==> src/rtl/idreg_pkg.sv <==
package idreg_pkg;
  localparam int unsigned WORD_W    = 16;
  localparam int unsigned ADDR_W    = 4;
  localparam int unsigned SEG_WORDS = 4;
  localparam int unsigned IDX_W     = $clog2(SEG_WORDS);
  localparam int unsigned LOCK_BIT  = 1;

  localparam logic [ADDR_W-1:0] USER_BASE = 4'd4;
  localparam logic [ADDR_W-1:0] LOCK_ADDR = 4'd8;

  // Strobes from the control unit to the storage datapath
  typedef struct packed {
    logic              wrUser;
    logic              wrLock;
    logic [IDX_W-1:0]  wrIdx;
    logic [WORD_W-1:0] wrData;
  } pgmCmd_t;
endpackage

==> src/rtl/idreg_ctrl.sv <==
module idreg_ctrl
  import idreg_pkg::*;
#(
  parameter int unsigned BUSY_CYCLES = 3
) (
  input  logic              clk,
  input  logic              rstN,
  input  logic              pgmStrobe,
  input  logic [ADDR_W-1:0] pgmAddr,
  input  logic [WORD_W-1:0] pgmData,
  input  logic              userLocked,
  output pgmCmd_t           cmd,
  output logic              busy,
  output logic              done,
  output logic              pgmErr,
  output logic              lockErr
);
  localparam int unsigned CNT_W = $clog2(BUSY_CYCLES + 1);

  typedef enum logic {S_IDLE, S_BUSY} state_t;

  state_t            state;
  logic [CNT_W-1:0]  cnt;
  logic [ADDR_W-1:0] addrQ;
  logic [WORD_W-1:0] dataQ;
  logic              errPQ, errLQ;
  logic              accept, lastCycle;
  logic              classP, classL;

  assign accept    = pgmStrobe && (state == S_IDLE);
  assign lastCycle = (state == S_BUSY) && (cnt == '0);

  // Address and lock classification at acceptance
  always_comb begin
    classP = 1'b0;
    classL = 1'b0;
    if (pgmAddr > LOCK_ADDR) begin
      classP = 1'b1;
    end else if (pgmAddr < USER_BASE) begin
      classP = 1'b1;
      classL = 1'b1;
    end else if (pgmAddr != LOCK_ADDR && userLocked) begin
      classP = 1'b1;
      classL = 1'b1;
    end
  end

  always_ff @(posedge clk or negedge rstN) begin
    if (!rstN) begin
      state   <= S_IDLE;
      cnt     <= '0;
      addrQ   <= '0;
      dataQ   <= '0;
      errPQ   <= 1'b0;
      errLQ   <= 1'b0;
      done    <= 1'b0;
      pgmErr  <= 1'b0;
      lockErr <= 1'b0;
    end else begin
      done <= 1'b0;
      if (accept) begin
        state   <= S_BUSY;
        cnt     <= CNT_W'(BUSY_CYCLES - 1);
        addrQ   <= pgmAddr;
        dataQ   <= pgmData;
        errPQ   <= classP;
        errLQ   <= classL;
        pgmErr  <= 1'b0;
        lockErr <= 1'b0;
      end else if (lastCycle) begin
        state   <= S_IDLE;
        done    <= 1'b1;
        pgmErr  <= errPQ;
        lockErr <= errLQ;
      end else if (state == S_BUSY) begin
        cnt <= cnt - 1'b1;
      end
    end
  end

  always_comb begin
    cmd        = '0;
    cmd.wrData = dataQ;
    cmd.wrIdx  = addrQ[IDX_W-1:0];
    if (lastCycle && !errPQ) begin
      cmd.wrLock = (addrQ == LOCK_ADDR);
      cmd.wrUser = (addrQ != LOCK_ADDR);
    end
  end

  assign busy = (state == S_BUSY);

  // done never lasts two cycles
  p_done_single_r4: assert property (@(posedge clk) disable iff (!rstN)
    done |=> !done);
  // done only follows a busy cycle
  p_done_after_busy_r4: assert property (@(posedge clk) disable iff (!rstN)
    $rose(done) |-> $past(busy));
  // a lock error always comes with a program error
  p_lockerr_implies_pgmerr_r8: assert property (@(posedge clk) disable iff (!rstN)
    lockErr |-> pgmErr);
  // flags hold while idle without a strobe
  p_flags_hold_r10: assert property (@(posedge clk) disable iff (!rstN)
    (!busy && !pgmStrobe && !done) |=> ($stable(pgmErr) && $stable(lockErr)));
endmodule

==> src/rtl/idreg_store.sv <==
module idreg_store
  import idreg_pkg::*;
#(
  parameter logic [2*SEG_WORDS*WORD_W/2-1:0] FACTORY_ID = 64'hC3A5_0F1E_7D92_4B68
) (
  input  logic              clk,
  input  logic              rstN,
  input  pgmCmd_t           cmd,
  input  logic [ADDR_W-1:0] rdAddr,
  output logic [WORD_W-1:0] rdData,
  output logic              userLocked
);
  logic [WORD_W-1:0] factWord [SEG_WORDS];
  logic [WORD_W-1:0] userWord [SEG_WORDS];
  logic [WORD_W-1:0] lockWord;

  genvar gi;
  generate
    for (gi = 0; gi < SEG_WORDS; gi++) begin : g_word
      assign factWord[gi] = FACTORY_ID[gi*WORD_W +: WORD_W];

      always_ff @(posedge clk or negedge rstN) begin
        if (!rstN) begin
          userWord[gi] <= '1;
        end else if (cmd.wrUser && cmd.wrIdx == IDX_W'(gi)) begin
          userWord[gi] <= userWord[gi] & cmd.wrData;
        end
      end

      // a locked user word never changes
      p_locked_word_stable_r8: assert property (@(posedge clk) disable iff (!rstN)
        userLocked |=> $stable(userWord[gi]));
    end
  endgenerate

  always_ff @(posedge clk or negedge rstN) begin
    if (!rstN) lockWord <= '1;
    else if (cmd.wrLock) lockWord <= lockWord & cmd.wrData;
  end

  assign userLocked = !lockWord[LOCK_BIT];

  always_comb begin
    rdData = '0;
    if (rdAddr < USER_BASE)       rdData = factWord[rdAddr[IDX_W-1:0]];
    else if (rdAddr < LOCK_ADDR)  rdData = userWord[rdAddr[IDX_W-1:0]];
    else if (rdAddr == LOCK_ADDR) rdData = lockWord;
  end

  // once locked, stays locked
  p_lock_sticky_r8: assert property (@(posedge clk) disable iff (!rstN)
    userLocked |=> userLocked);
  // only one kind of write at a time
  p_one_write_r3: assert property (@(posedge clk) disable iff (!rstN)
    !(cmd.wrUser && cmd.wrLock));
  // the control never commits a user write against a locked segment
  p_no_user_write_locked_r8: assert property (@(posedge clk) disable iff (!rstN)
    cmd.wrUser |-> !userLocked);
endmodule

==> src/rtl/idreg_otp.sv <==
module idreg_otp
  import idreg_pkg::*;
#(
  parameter logic [63:0] FACTORY_ID  = 64'hC3A5_0F1E_7D92_4B68,
  parameter int unsigned BUSY_CYCLES = 3
) (
  input  logic        clk,
  input  logic        rstN,
  input  logic [3:0]  rdAddr,
  output logic [15:0] rdData,
  input  logic        pgmStrobe,
  input  logic [3:0]  pgmAddr,
  input  logic [15:0] pgmData,
  output logic        busy,
  output logic        done,
  output logic        pgmErr,
  output logic        lockErr
);
  pgmCmd_t cmd;
  logic    userLocked;

  idreg_ctrl #(.BUSY_CYCLES(BUSY_CYCLES)) u_ctrl (
    .clk(clk), .rstN(rstN), .pgmStrobe(pgmStrobe), .pgmAddr(pgmAddr),
    .pgmData(pgmData), .userLocked(userLocked), .cmd(cmd), .busy(busy),
    .done(done), .pgmErr(pgmErr), .lockErr(lockErr)
  );

  idreg_store #(.FACTORY_ID(FACTORY_ID)) u_store (
    .clk(clk), .rstN(rstN), .cmd(cmd), .rdAddr(rdAddr), .rdData(rdData),
    .userLocked(userLocked)
  );
endmodule

==> config.mk <==
export PLATFORM = sky130hd
export DESIGN_NAME = idreg_otp
export DESIGN_NICKNAME = d
export VERILOG_FILES = /design/src/rtl/idreg_pkg.sv /design/src/rtl/idreg_ctrl.sv /design/src/rtl/idreg_store.sv /design/src/rtl/idreg_otp.sv
export SDC_FILE = /design/constraint.sdc
export NUM_CORES = 1
export LEC_CHECK = 0
export BUFFER_PORTS_ARGS = -buffer_cell sky130_fd_sc_hd__buf_4
export CAP_MARGIN = 10
export CELL_PAD_IN_SITES_DETAIL_PLACEMENT = 1
export CELL_PAD_IN_SITES_GLOBAL_PLACEMENT = 1
export CORE_ASPECT_RATIO = 1.4
export CORE_UTILIZATION = 39
export DETAILED_ROUTE_END_ITERATION = 8
export PLACE_DENSITY_LB_ADDON = 0.1
export SLEW_MARGIN = 30
export SYNTH_ARGS = -nofsm -noshare
export SYNTH_HDL_FRONTEND = slang
export SYNTH_SLANG_ARGS = --single-unit
==> constraint.sdc <==
create_clock -name clk -period 1.72 [get_ports clk]
set_input_delay 0.086 -clock clk [delete_from_list [all_inputs] [get_ports clk]]
set_output_delay 0.086 -clock clk [all_outputs]
set_load 0.03 [all_outputs]
* Yosys cells after proc, flatten, opt, wreduce, memory -nomap -nowiden
Index checks and enable logic that the tools add are counted.
** Storage, ports and cells
- Word-level logic and storage cells :: 75
- Output and inout port bits :: 20
- Bits in registers :: 108
** Cells by class
- Reductions and logical operators :: 15
- Magnitude comparators :: 5
- Add/subtract/negate cells :: 1
- Equality and inequality tests :: 8
- Muxes and demuxes :: 25
- Bitwise gates (word level) :: 7
** Operators with widths (number)
- two-way mux 16 bit :: 7
- AND 16 bit :: 5
- binary-select mux 16 bit (select 2 bit) :: 2
- two-way mux 1 bit :: 12
- equality test 4 bit, second input constant :: 2
- logical AND 1 bit :: 8
- less-than comparator 4 x 3 -> 1 bit, second input constant :: 2
- two-way mux 2 bit :: 4
- inequality test 4 bit, second input constant :: 2
- equality test 2 bit, second input constant :: 2
- > comparator 4 bit, second input constant :: 1
- logical NOT 2 bit :: 2
- less-than comparator 4 bit, second input constant :: 1
- nonzero test 2 bit :: 2
- greater-or-equal comparator 3 bit, second input constant :: 1
- inverter 2 -> 3 bit :: 1
- equality test 2 x 1 -> 1 bit, second input constant :: 1
- logical NOT 1 bit :: 2
- inequality test 2 x 1 -> 1 bit, second input constant :: 1
- AND reduction 2 bit :: 1
- subtractor 2 x 1 -> 2 bit, second input constant :: 1
- inverter 1 bit :: 1

* Depth between registers and ports, before layout
- Depth in word-level cells :: 6
- Mapped depth :: 8

* Cells and area by module
A second synthesis with hierarchy kept.
** Second synthesis, totals
- Cell total of the unflattened synthesis :: 410
- Area total of the unflattened synthesis :: 4837.1 um^2
** By module, submodules not included
- idreg_store :: area an instance 3692.3 um^2, cells an instance 287, times used 1
- idreg_ctrl :: area an instance 1144.8 um^2, cells an instance 123, times used 1

* Worst setup path before layout
No wires, ideal clock.
- Kind :: input to output
- Start point :: input port rdAddr[1]
- End point :: output port rdData[6]
- Arrival time :: 1734 ps
- Setup slack :: -100 ps
- Cell stages on the path :: 7
- Required time :: 1634 ps
- Path through :: buf_2 buf_2 inv_1 ha_1 nor2b_1 a21oi_1 o21ai_0
** Between the ends
- Word-level cells in the longest chain between the ends :: 6
- Elaborated cells on any way between the ends :: 13
- Classes of those cells :: order compare: 2; eq/ne: 1; mux: 9; bitwise: 1
** Ends and longest elaborated chain
- from (decl) :: RTL line idreg_otp.sv:9 : input logic [3:0] rdAddr,
- inverter 2 -> 3 bit (not written as such) :: RTL line idreg_store.sv:45, idreg_store.sv:46
- binary-select mux 16 bit (select 2 bit) :: RTL line idreg_store.sv:46 : else if (rdAddr < LOCK_ADDR) rdData = userWord[rdAddr[IDX_W-1:0]];
- two-way mux 16 bit (not written as such) (2 in a row) :: RTL line idreg_store.sv:46
- two-way mux 16 bit :: RTL line idreg_store.sv:46
- two-way mux 16 bit (*) :: RTL line idreg_store.sv:45 : if (rdAddr < USER_BASE) rdData = factWord[rdAddr[IDX_W-1:0]];
- to (decl) :: RTL line idreg_otp.sv:10 : output logic [15:0] rdData,
Mark *: on every way between the ends. The rest lies on a longest branch, timed or not. The select of a mux whose other input is x is not followed.

* Worst setup path after layout
- Start point :: register u_store.userWord[15] (netlist bit)
- End point :: output port rdData[15]
** Between the ends
- Word-level cells in the longest chain between the ends :: 5
** Ends and longest elaborated chain
- from (decl) :: RTL line idreg_store.sv:14 : logic [WORD_W-1:0] userWord [SEG_WORDS];
- from (signal, indexed assignment) :: RTL line idreg_store.sv:26 : userWord[gi] <= userWord[gi] & cmd.wrData;
- binary-select mux 16 bit (select 2 bit) :: RTL line idreg_store.sv:46
- two-way mux 16 bit (not written as such) (2 in a row) :: RTL line idreg_store.sv:46
- two-way mux 16 bit :: RTL line idreg_store.sv:46
- two-way mux 16 bit :: RTL line idreg_store.sv:45
Every way passes these cells. The select of a mux whose other input is x is not followed.

==> impl_metrics.csv <==
group,metric,value,unit
detailed_routing,wl_per_cell,19.1,um
min_path,hold_class,"input pin to flip-flop",
timing,hold_viol_final,0,
worst_setup_path,crit_chain,"mux4_2 -> a21oi_2 -> o21ai_2 -> buf_6",
grt,grt_max_degree,43,
synthesis,synth_fp_nets,429,
detailed_routing,drcViolationCount,0,
grt,grt_pass1_wl,19700,um
die,core_area,11900,um^2
place,place_congestion,0.723,
final_layout,final_cell_mix,"o21a_1 (81), dfstp_2 (80), nand2_1 (77)",
die,dieArea,12700,um^2
detailed_routing,first_pass_iters,4,
timing,max_clock_freq,0.592,GHz
detailed_routing,via_per_inst,5.27,
timing,fin_skew,8.06,ps
timing,setup_viol,0,
synthesis,synth_edf_count,0,
timing,maxSlewHeadroom,69.9,%
synthesis,synth_top_area_share,44.0,%
timing,fin_crit_sh,98.2,%
synthesis,ys_seq_area_share,58.6,%
timing,period_needed,1690,ps
detailed_routing,drt-initial-drc-count,104,
clocking,cts-root-buf,"clkbuf_16",
final_layout,drive_above_1_share,41.2,%
grt,track_usage,20.9,%
die,die_h,133,um
synthesis,ys_warn_count,0,
die,die_w,95.6,um
outcome,status,"complete, no violations",
final_layout,finalNetCount,506,
worst_setup_path,crit_arrival,1600,ps
final_layout,final_cell_area,5980,um^2
die,ios,47,
synthesis,synthArstFlopShare,100,%
place,dp_hpwl,7840,um
pwr,cellInternalPower,4.66,mW
clocking,clock_sinks,108,
final_layout,layout_commonest_cell,"o21a_1",
worst_setup_path,regToRegSetupSlack,200,ps
final_layout,diodes,0,
clocking,cts_max_level,3,
worst_setup_path,cp_slowest_cell,"mux4_2",
place,placed_area,5410,um^2
synthesis,synth_cell_types,34,
die,row_count,47,
grt,overflow,0,
worst_setup_path,end_kind,"primary output",
clocking,numCtsBuffers,9,
clocking,tritoncts,"yes",
synthesis,synth_top_cell_by_area,"dfstp_2",
clocking,postCtsSetupRepairBufs,0,
synthesis,synthesis.area,4780,um^2
timing,rsz0062_at_grt,"true",
worst_setup_path,slowest_delay,480,ps
clocking,clk_latency,350,ps
grt,grt_pass1_vias,3643,
detailed_routing,antenna_left,0,
synthesis,ys_ff_latch,108,
worst_setup_path,required,1630,ps
pwr,pwr-share-clk,32.9,%
detailed_routing,vias,3281,
timing,whs,198,ps
place,io_buffer_count,46,
synthesis,syn_inst,394,
pwr,power_switching,2.14,mW
worst_setup_path,crit_type,"flip-flop to primary output",
synthesis,avgSynthCellArea,12.1,um^2
synthesis,synth_top_flop_cell,"dfstp_2",
synthesis,synthTopCellsByArea,"dfstp_2 (44%), dfrtp_1 (15%), o21a_1 (13%), mux4_1 (7.1%), nand2_1 (6.0%)",
job,maxCapViolCount,0,
final_layout,area_growth,25.0,%
timing,worstMarginPinSlew,451,ps
worst_setup_path,startpoint_type,"flip-flop",
pwr,p_leak,2.57,nW
pwr,combPwrFrac,18.6,%
clocking,clk_pin_slew_worst_paths,70,ps
pwr,power_per_cell_area,1140,nW/um^2
die,start_util,40.2,%
clocking,clock_path_buffers,2,
timing,slew_violations,0,
pwr,sw_frac_of_total,31.4,%
grt,antenna_found_initial,0,
worst_setup_path,cp_max_fo,2,
detailed_routing,wl,11900,um
pwr,ir_worst_vdd,0.636,mV
pwr,seq_power_share,48.5,%
[repair_timing]
item / 4_1_cts / 5_1_grt
hold buffers: 21 / 0
gates resized for setup: 18 / 8
hold endpoints to repair: 28 / 0
endpoints found under the setup margin: 8 / 7
pin swaps: 6 / 6
[kinds of logic (layout without fill, tap and decap cells)]
kind of cell,Yosys count,count (layout),synth area share (%)
adders and majority gates,8,8,2.09
buffers and inverters,26,108,2.67
DFF,108,108,58.6
muxes,19,19,8.48
and+or+nand+nor,120,120,11.6
AOI/OAI and AO/OA,113,113,16.5
[cell type report]
type	instances	area, um^2
fillers	1267	5900
flip-flops and latches	108	2800
multi-input cells	260	1890
repair buffers	86	758
clock buffers	9	225
well taps	147	184
clock inverters	7	100
inverters	6	22.5
[synthesized netlist by cell type (all sizes together), types with 2 or more instances]
master	instances
dfstp	80
buf	12
o21a	81
mux2i	3
nand4b	3
dfrtp	28
clkbuf	8
and2b	2
mux2	3
mux4	13
a21oi	12
nor2b	4
nand2b	2
inv	6
nor2	6
nand3	21
nand2	77
ha	8
o21ai	14
[layer usage]
layer	global-route usage, %	vias to the layer above	part of all wire [%]	wire (um)
met5	0	-	0	0
met4	5.97	0	1.0	120
met3	3.56	6	3.0	351
met2	35.2	46	53	6260
met1	27.4	1689	43	5150
li1	-	1540	-	-
[worst paths after layout]
check | startpoint | to | depth (start not counted)
worst min register to register | u_store.userWord[52] | u_store.userWord[52] | 1
worst max register to register | u_ctrl.cnt[0] | u_store.lockWord[5] | 6
max in group asynchronous | rstN | u_store.lockWord[0] | 3
worst max-delay path | u_store.userWord[15] | rdData[15] | 4
worst min-delay path | pgmStrobe | u_ctrl.busy | 4
min in group asynchronous | rstN | u_ctrl.dataQ[7] | 2
[registers in the layout (all words and copies together) (netlist names)]
| signal | flops |
|---|---|
| u_ctrl.addrQ | 4 |
| u_store.lockWord | 16 |
| u_ctrl.lockErr | 1 |
| u_ctrl.errLQ | 1 |
| u_ctrl.dataQ | 16 |
| u_ctrl.done | 1 |
| u_ctrl.pgmErr | 1 |
| u_ctrl.busy | 1 |
| u_ctrl.cnt | 2 |
| u_store.userWord | 64 |
| u_ctrl.errPQ | 1 |
[critical path: cells and delay by family (launching register included)]
family,cells,cell delay (ps)
mux,1,480
flops,1,370
compound gates,2,260
buf+inv,1,150
[stage by stage]
stage,setup TNS (ps),cells,worst slack (ps),utilization (%),power (mW)
after floorplan,0,394,8.81,-,3.96
after global placement,0,586,153,45.6,4.52
after detailed placement,0,586,131,45.6,4.58
after CTS,-6.77,623,-6.77,50.2,6.92
after global routing,-86.1,623,-23.3,50.3,7.19
final,0,623,31.7,50.3,6.79
[power by group through the flow]
stage | clock network, mW | logic [mW] | registers [mW]
final | 2.24 | 1.26 | 3.30
after global routing | 2.39 | 1.43 | 3.37
after CTS | 2.32 | 1.30 | 3.30
after detailed placement | 0 | 1.25 | 3.34
after global placement | 0 | 1.21 | 3.32
after floorplan | 0 | 0.669 | 3.29
Note: power is estimated with default switching activity, not from simulation.
